File: config.mk
export PLATFORM = sky130hd
export DESIGN_NAME = bck_reclock_top
export DESIGN_NICKNAME = d
export VERILOG_FILES = /design/src/rtl/bck_reclock_pkg.sv /design/src/rtl/bck_edge_sync.sv /design/src/rtl/bck_pulse_shaper.sv /design/src/rtl/bck_spacing_mon.sv /design/src/rtl/bck_reclock_top.sv
export SDC_FILE = /design/constraint.sdc
export NUM_CORES = 1
export LEC_CHECK = 0
export ABC_AREA = 0
export BUFFER_PORTS_ARGS = -buffer_cell sky130_fd_sc_hd__buf_2
export CAP_MARGIN = 20
export CORE_AREA = 2 2 39 41
export CTS_CLUSTER_SIZE = 12
export DETAILED_ROUTE_END_ITERATION = 6
export DIE_AREA = 0 0 41 43
export GPL_ROUTABILITY_DRIVEN = 0
export PLACE_DENSITY = 0.84
export SETUP_SLACK_MARGIN = 0.5
export SLEW_MARGIN = 0
export SYNTH_ARGS = -nofsm -noshare
export SYNTH_HDL_FRONTEND = slang
export SYNTH_SLANG_ARGS = --single-unit
File: constraint.sdc
create_clock -name clk_i -period 2.9 [get_ports clk_i]
set_input_delay 0.29 -clock clk_i [delete_from_list [all_inputs] [get_ports clk_i]]
set_output_delay 0.29 -clock clk_i [all_outputs]
set_load 0.05 [all_outputs]
File: src/rtl/bck_reclock_pkg.sv
package bck_reclock_pkg;

  // Default geometry of the regenerator
  localparam int unsigned DefPulseW     = 7;   // output high time, master cycles
  localparam int unsigned DefNominal    = 17;  // expected edge spacing, master cycles
  localparam int unsigned DefMinPeriod  = 16;  // shortest input period supported
  localparam int unsigned DefSyncStages = 2;   // synchroniser depth
  localparam int unsigned DefSpanMax    = 63;  // saturation limit of the spacing counter

  // Width needed to hold values 0..max_val
  function automatic int unsigned cnt_width(input int unsigned max_val);
    return (max_val < 2) ? 1 : $clog2(max_val + 1);
  endfunction

endpackage

File: src/rtl/bck_edge_sync.sv
module bck_edge_sync #(
  parameter int unsigned STAGES = 2
) (
  input  logic clk_i,
  input  logic rst_ni,
  input  logic raw_i,
  output logic rise_o
);

  logic [STAGES-1:0] chain_q, chain_d;
  logic              last_q, last_d;
  logic              sync_w;

  // Next-state of the synchroniser chain
  for (genvar i = 0; i < STAGES; i++) begin : g_stage
    if (i == 0) begin : g_head
      assign chain_d[i] = raw_i;
    end else begin : g_tail
      assign chain_d[i] = chain_q[i-1];
    end
  end

  assign sync_w = chain_q[STAGES-1];

  always_comb begin
    last_d = sync_w;
    rise_o = sync_w & ~last_q;
  end

  always_ff @(posedge clk_i or negedge rst_ni) begin
    if (!rst_ni) begin
      chain_q <= '0;
      last_q  <= 1'b0;
    end else begin
      chain_q <= chain_d;
      last_q  <= last_d;
    end
  end

  // A detected edge can never repeat in the next cycle
  AST_RISE_SINGLE: assert property (@(posedge clk_i) disable iff (!rst_ni)
    rise_o |=> !rise_o);

endmodule

File: src/rtl/bck_pulse_shaper.sv
module bck_pulse_shaper #(
  parameter int unsigned PULSE_W = 7
) (
  input  logic clk_i,
  input  logic rst_ni,
  input  logic load_i,
  output logic pulse_o
);
  import bck_reclock_pkg::*;

  localparam int unsigned HW = cnt_width(PULSE_W);

  logic [PULSE_W-1:0] shreg_q, shreg_d;

  // Load all ones on an edge, otherwise drain one bit per master cycle
  always_comb begin
    if (load_i) begin
      shreg_d = '1;
    end else begin
      shreg_d = shreg_q >> 1;
    end
  end

  always_ff @(posedge clk_i or negedge rst_ni) begin
    if (!rst_ni) begin
      shreg_q <= '0;
    end else begin
      shreg_q <= shreg_d;
    end
  end

  assign pulse_o = shreg_q[0];

  // Checker state: consecutive high cycles, saturating at PULSE_W
  logic [HW-1:0] hi_run_q;
  logic          pulse_prev_q;

  always_ff @(posedge clk_i or negedge rst_ni) begin
    if (!rst_ni) begin
      hi_run_q     <= '0;
      pulse_prev_q <= 1'b0;
    end else begin
      pulse_prev_q <= pulse_o;
      if (!pulse_o) begin
        hi_run_q <= '0;
      end else if (hi_run_q != HW'(PULSE_W)) begin
        hi_run_q <= hi_run_q + 1'b1;
      end
    end
  end

  AST_LOAD_HIGH: assert property (@(posedge clk_i) disable iff (!rst_ni)
    load_i |=> pulse_o);

  AST_MIN_WIDTH: assert property (@(posedge clk_i) disable iff (!rst_ni)
    (pulse_prev_q && !pulse_o) |-> (hi_run_q == HW'(PULSE_W)));

  AST_START_BY_LOAD: assert property (@(posedge clk_i) disable iff (!rst_ni)
    $rose(pulse_o) |-> $past(load_i));

endmodule

File: src/rtl/bck_spacing_mon.sv
module bck_spacing_mon #(
  parameter int unsigned NOMINAL  = 17,
  parameter int unsigned SPAN_MAX = 63
) (
  input  logic clk_i,
  input  logic rst_ni,
  input  logic out_i,
  output logic slip_o
);
  import bck_reclock_pkg::*;

  localparam int unsigned CW = cnt_width(SPAN_MAX);
  localparam logic [CW-1:0] NomC  = CW'(NOMINAL);
  localparam logic [CW-1:0] SpanC = CW'(SPAN_MAX);

  logic          prev_q, prev_d;
  logic [CW-1:0] span_q, span_d;
  logic          span_en;
  logic          armed_q, armed_d;
  logic          slip_q, slip_d;
  logic          out_rise;

  always_comb begin
    out_rise = out_i & ~prev_q;
    prev_d   = out_i;
    // Clock enable: count until saturated, always restart on an edge
    span_en  = out_rise | (span_q != SpanC);
    span_d   = out_rise ? CW'(1) : (span_q + 1'b1);
    armed_d  = armed_q | out_rise;
    slip_d   = out_rise & armed_q & (span_q != NomC);
  end

  always_ff @(posedge clk_i or negedge rst_ni) begin
    if (!rst_ni) begin
      prev_q  <= 1'b0;
      span_q  <= '0;
      armed_q <= 1'b0;
      slip_q  <= 1'b0;
    end else begin
      prev_q  <= prev_d;
      armed_q <= armed_d;
      slip_q  <= slip_d;
      if (span_en) begin
        span_q <= span_d;
      end
    end
  end

  assign slip_o = slip_q;

  AST_SLIP_ONE: assert property (@(posedge clk_i) disable iff (!rst_ni)
    slip_o |=> !slip_o);

  AST_SLIP_AFTER_RISE: assert property (@(posedge clk_i) disable iff (!rst_ni)
    slip_o |-> ($past(out_i) && !$past(out_i, 2)));

endmodule

File: src/rtl/bck_reclock_top.sv
module bck_reclock_top #(
  parameter int unsigned PULSE_W     = bck_reclock_pkg::DefPulseW,
  parameter int unsigned NOMINAL     = bck_reclock_pkg::DefNominal,
  parameter int unsigned MIN_PERIOD  = bck_reclock_pkg::DefMinPeriod,
  parameter int unsigned SYNC_STAGES = bck_reclock_pkg::DefSyncStages,
  parameter int unsigned SPAN_MAX    = bck_reclock_pkg::DefSpanMax
) (
  input  logic clk_i,
  input  logic rst_ni,
  input  logic bck_raw_i,
  output logic bck_o,
  output logic slip_o
);

  // Elaboration-time parameter checks
  if (PULSE_W < 1 || PULSE_W >= MIN_PERIOD) begin : g_bad_width
    $error("PULSE_W must be at least 1 and below MIN_PERIOD");
  end
  if (SYNC_STAGES < 2) begin : g_bad_sync
    $error("SYNC_STAGES must be at least 2");
  end
  if (NOMINAL < 2 || NOMINAL >= SPAN_MAX) begin : g_bad_nominal
    $error("NOMINAL must lie in 2..SPAN_MAX-1");
  end

  logic edge_w;
  logic pulse_w;

  bck_edge_sync #(
    .STAGES (SYNC_STAGES)
  ) u_sync (
    .clk_i  (clk_i),
    .rst_ni (rst_ni),
    .raw_i  (bck_raw_i),
    .rise_o (edge_w)
  );

  bck_pulse_shaper #(
    .PULSE_W (PULSE_W)
  ) u_shaper (
    .clk_i   (clk_i),
    .rst_ni  (rst_ni),
    .load_i  (edge_w),
    .pulse_o (pulse_w)
  );

  bck_spacing_mon #(
    .NOMINAL  (NOMINAL),
    .SPAN_MAX (SPAN_MAX)
  ) u_mon (
    .clk_i  (clk_i),
    .rst_ni (rst_ni),
    .out_i  (pulse_w),
    .slip_o (slip_o)
  );

  assign bck_o = pulse_w;

  // An edge found by the synchroniser always shows at the output next cycle
  AST_EDGE_TO_OUT: assert property (@(posedge clk_i) disable iff (!rst_ni)
    edge_w |=> bck_o);

endmodule

==> flow_summary.json <==
{
  "synth-async-reset-ratio_pct": 100,
  "boundaryPins": 5,
  "nets": 72,
  "port_buffers": 4,
  "final_hold_viol_count": 0,
  "clock-root-buffer": "clkbuf_4",
  "regToRegSetupSlack_ns": 1.63,
  "cap_viol_max_count": 0,
  "drtIter0Drc": 8,
  "synthCells": 59,
  "swShare_pct": 32.6,
  "cp.buffers_inverters": 0,
  "stdcell_count": 82,
  "seq_area_um2": 475,
  "yosysTopAreaCellShare_pct": 64.8,
  "cts_buffers": 3,
  "syn_nets": 64,
  "antenna_found_initial": 0,
  "areaGrowthSynthToFinish_pct": 8.87,
  "synth_edf_count": 0,
  "switchingPower_w": 0.000208,
  "tightest_slew_ns": 0.575,
  "setup_viol": 0,
  "h-tree-depth": 1,
  "setup-tns-final_ns": 0,
  "die-area_mm2": 0.00176,
  "crit_path_top_delay_cell": "dfrtp_1",
  "power_density_mw_per_mm2": 797,
  "multi_input_area_um2": 235,
  "grt.overflow.total": 0,
  "clk_latency_ns": 0.30,
  "placedCellCount": 77,
  "wl_um": 1070,
  "initial_core_util_pct": 53.0,
  "die_y_um": 43,
  "ys.flop_type": "dfrtp_1",
  "syn_avg_cell_area_um2": 12.4,
  "ir_worst_vdd_uv": 367,
  "status": "finished, final reports clean",
  "grt_start_max_net_pins": 20,
  "core_area_mm2": 0.00138,
  "n_antenna_cell": 0,
  "dr_total_vias": 437,
  "crit_arrival_ns": 1.48,
  "rows": 14,
  "clock-sinks": 19,
  "yosys.area.top_type": "dfrtp_1",
  "grt_pass1_wl_um": 1810,
  "vias_per_cell": 5.33,
  "clkTransAtPathRegs_ns": 0.11,
  "max_freq_mhz": 787,
  "synth_warnings": 0,
  "drcViolationCount": 0,
  "min_period_ns": 1.27,
  "synth_area_leaders": "dfrtp_1 65%, nand2b_1 6.0%, ha_1 3.4%",
  "hp-class": "in -> reg",
  "crit_path_cell_trace": "ha_1 > and4b_2 > a211oi_1",
  "leakagePower_nw": 0.342,
  "ys_ff_latch": 19,
  "wire_per_inst_um": 13.0,
  "grt_pass1_vias": 429,
  "post-route-period-util_pct": 43.8,
  "cp_top_family": "flip-flops",
  "pwr-share-comb_pct": 20.4,
  "p_int_w": 0.000429,
  "crit_type": "reg -> reg",
  "dr.pass1.iters": 4,
  "p_seq_share_pct": 58.0,
  "synthDistinctLibCells": 22,
  "drive_above_1_share_pct": 16.7,
  "start_kind": "register",
  "hpwl_um": 710,
  "slowest_delay_ns": 0.42,
  "clockBufferDepth": 2,
  "p_clk_share_pct": 21.6,
  "cp-end-kind": "register",
  "grt.total_usage_pct": 16.4,
  "die_w_um": 41,
  "crit_required_ns": 3.11,
  "maxSlewHeadroom_pct": 61.6,
  "fin_skew_ns": 0.00270,
  "crit_fanout": 6,
  "detail-route-antenna-nets": 0,
  "syn_area_um2": 733,
  "drv_slew": 0,
  "cts_tree": "done",
  "ys_seq_area_share_pct": 64.8,
  "rsz0062_at_grt": "false",
  "fillCellCount": 119
}
==> final cells by class <==
| class | instances | area share (%) |
|---|---|---|
| tap | 16 | 2.51 |
| clock buffer | 3 | 2.82 |
| multi-input combinational | 36 | 29.5 |
| timing repair buffer | 5 | 3.76 |
| sequential | 19 | 59.6 |
| inverter | 2 | 0.940 |
| clock inverter | 1 | 0.940 |
==> worst register-to-register path, cell delays in order (launching register included) <==
cell and delay [ns]:
dfrtp_1 0.42, ha_1 0.27, and4b_2 0.25, a211oi_1 0.24
==> cells by family after synthesis <==
logic type / after synthesis / synth area share [%]
and+or+nand+nor: 26 / 21.7
DFF: 19 / 64.8
AOI/OAI and AO/OA: 7 / 5.80
buffers and inverters: 4 / 3.07
adders and majority gates: 2 / 3.41
xor gates and xnor gates: 1 / 1.19
==> power groups by stage <==
stage	Clock, W	Combinational [W]	Sequential (W)
global placement	0	0.000124	0.000369
finish	0.000138	0.000130	0.000369
global route	0.000156	0.000148	0.000377
floorplan	0	0.000116	0.000358
CTS	0.000143	0.000131	0.000368
detailed placement	0	0.000129	0.000372
==> flip-flops by register name, summed over array words and instances, names as in the netlist <==
signal            count
u_mon.span_q          6
u_mon.prev_q          1
u_mon.slip_o          1
u_sync.last_q         1
u_shaper.shreg_q      7
u_sync.chain_q        2
u_mon.armed_q         1
==> placed cells by master, fill, tap and decap left out, drive strengths merged <==
cell	synthesis	routed
nor4	1	1
nand2	2	2
and3	2	2
clkinvlp	0	1
inv	2	2
a211oi	2	2
and4b	1	1
nand3	3	3
a21oi	3	3
or2	1	1
nor2	2	2
buf	1	4
xnor2	1	1
a31oi	2	2
dlygate4sd3	0	1
nor3b	1	1
dfrtp	19	19
nor4b	1	1
nor3	3	3
ha	2	2
clkbuf	1	3
nand2b	7	7
nor2b	2	2
==> layer usage <==
metal / wire length (um) / GRT usage (%) / share of wire, %
met4: 53 / 16.0 / 5.0
met3: 47 / 4.71 / 4.4
met2: 459 / 21.9 / 43
met1: 508 / 19.6 / 48
met5: 0 / 0 / 0
==> Yosys cell counts (2+ instances only) <==
| library cell | instances |
|---|---|
| a211oi_1 | 2 |
| a21oi_1 | 3 |
| a31oi_1 | 2 |
| dfrtp_1 | 19 |
| ha_1 | 2 |
| inv_1 | 2 |
| nand2_1 | 2 |
| nand2b_1 | 7 |
| nand3_1 | 3 |
| nor2_1 | 2 |
| nor2b_1 | 2 |
| nor3_1 | 3 |
==> per-stage QoR <==
| stage | worst slack, ns | total power [W] | utilization, % | hold WS [ns] | cell area (um^2) |
|---|---|---|---|---|---|
| after global routing | 1.54 | 0.000682 | 57.7 | 0.0602 | 798 |
| after global placement | 1.73 | 0.000493 | 54.8 | 0.243 | 758 |
| after floorplan | 1.55 | 0.000474 | - | -0.00559 | 733 |
| after CTS | 1.63 | 0.000643 | 57.7 | 0.0703 | 798 |
| after detailed placement | 1.65 | 0.000501 | 54.8 | 0.243 | 758 |
| final | 1.63 | 0.000636 | 57.7 | 0.0842 | 798 |
==> what timing repair did <==
| item | 4_1_cts | 5_1_grt |
|---|---|---|
| gates resized for setup | 0 | 0 |
| buffers inserted | 0 | 0 |
| hold buffers | 1 | 0 |
| endpoints found under the hold margin | 19 | 0 |
==> worst paths after layout <==
check / from / end / cells after the start
worst max-delay path: u_mon.span_q[0]$_DFFE_PN0P_ / u_mon.span_q[5]$_DFFE_PN0P_ / 3
worst min-delay path: bck_raw_i / u_sync.chain_q[0]$_DFF_PN0_ / 1
worst max register to register: u_mon.span_q[0]$_DFFE_PN0P_ / u_mon.span_q[5]$_DFFE_PN0P_ / 3
worst min register to register: u_sync.chain_q[0]$_DFF_PN0_ / u_sync.chain_q[1]$_DFF_PN0_ / 0
max in group asynchronous: rst_ni / u_mon.span_q[5]$_DFFE_PN0P_ / 2
min in group asynchronous: rst_ni / u_shaper.shreg_q[6]$_DFF_PN0_ / 2
Power figures use the tool's default switching activity.
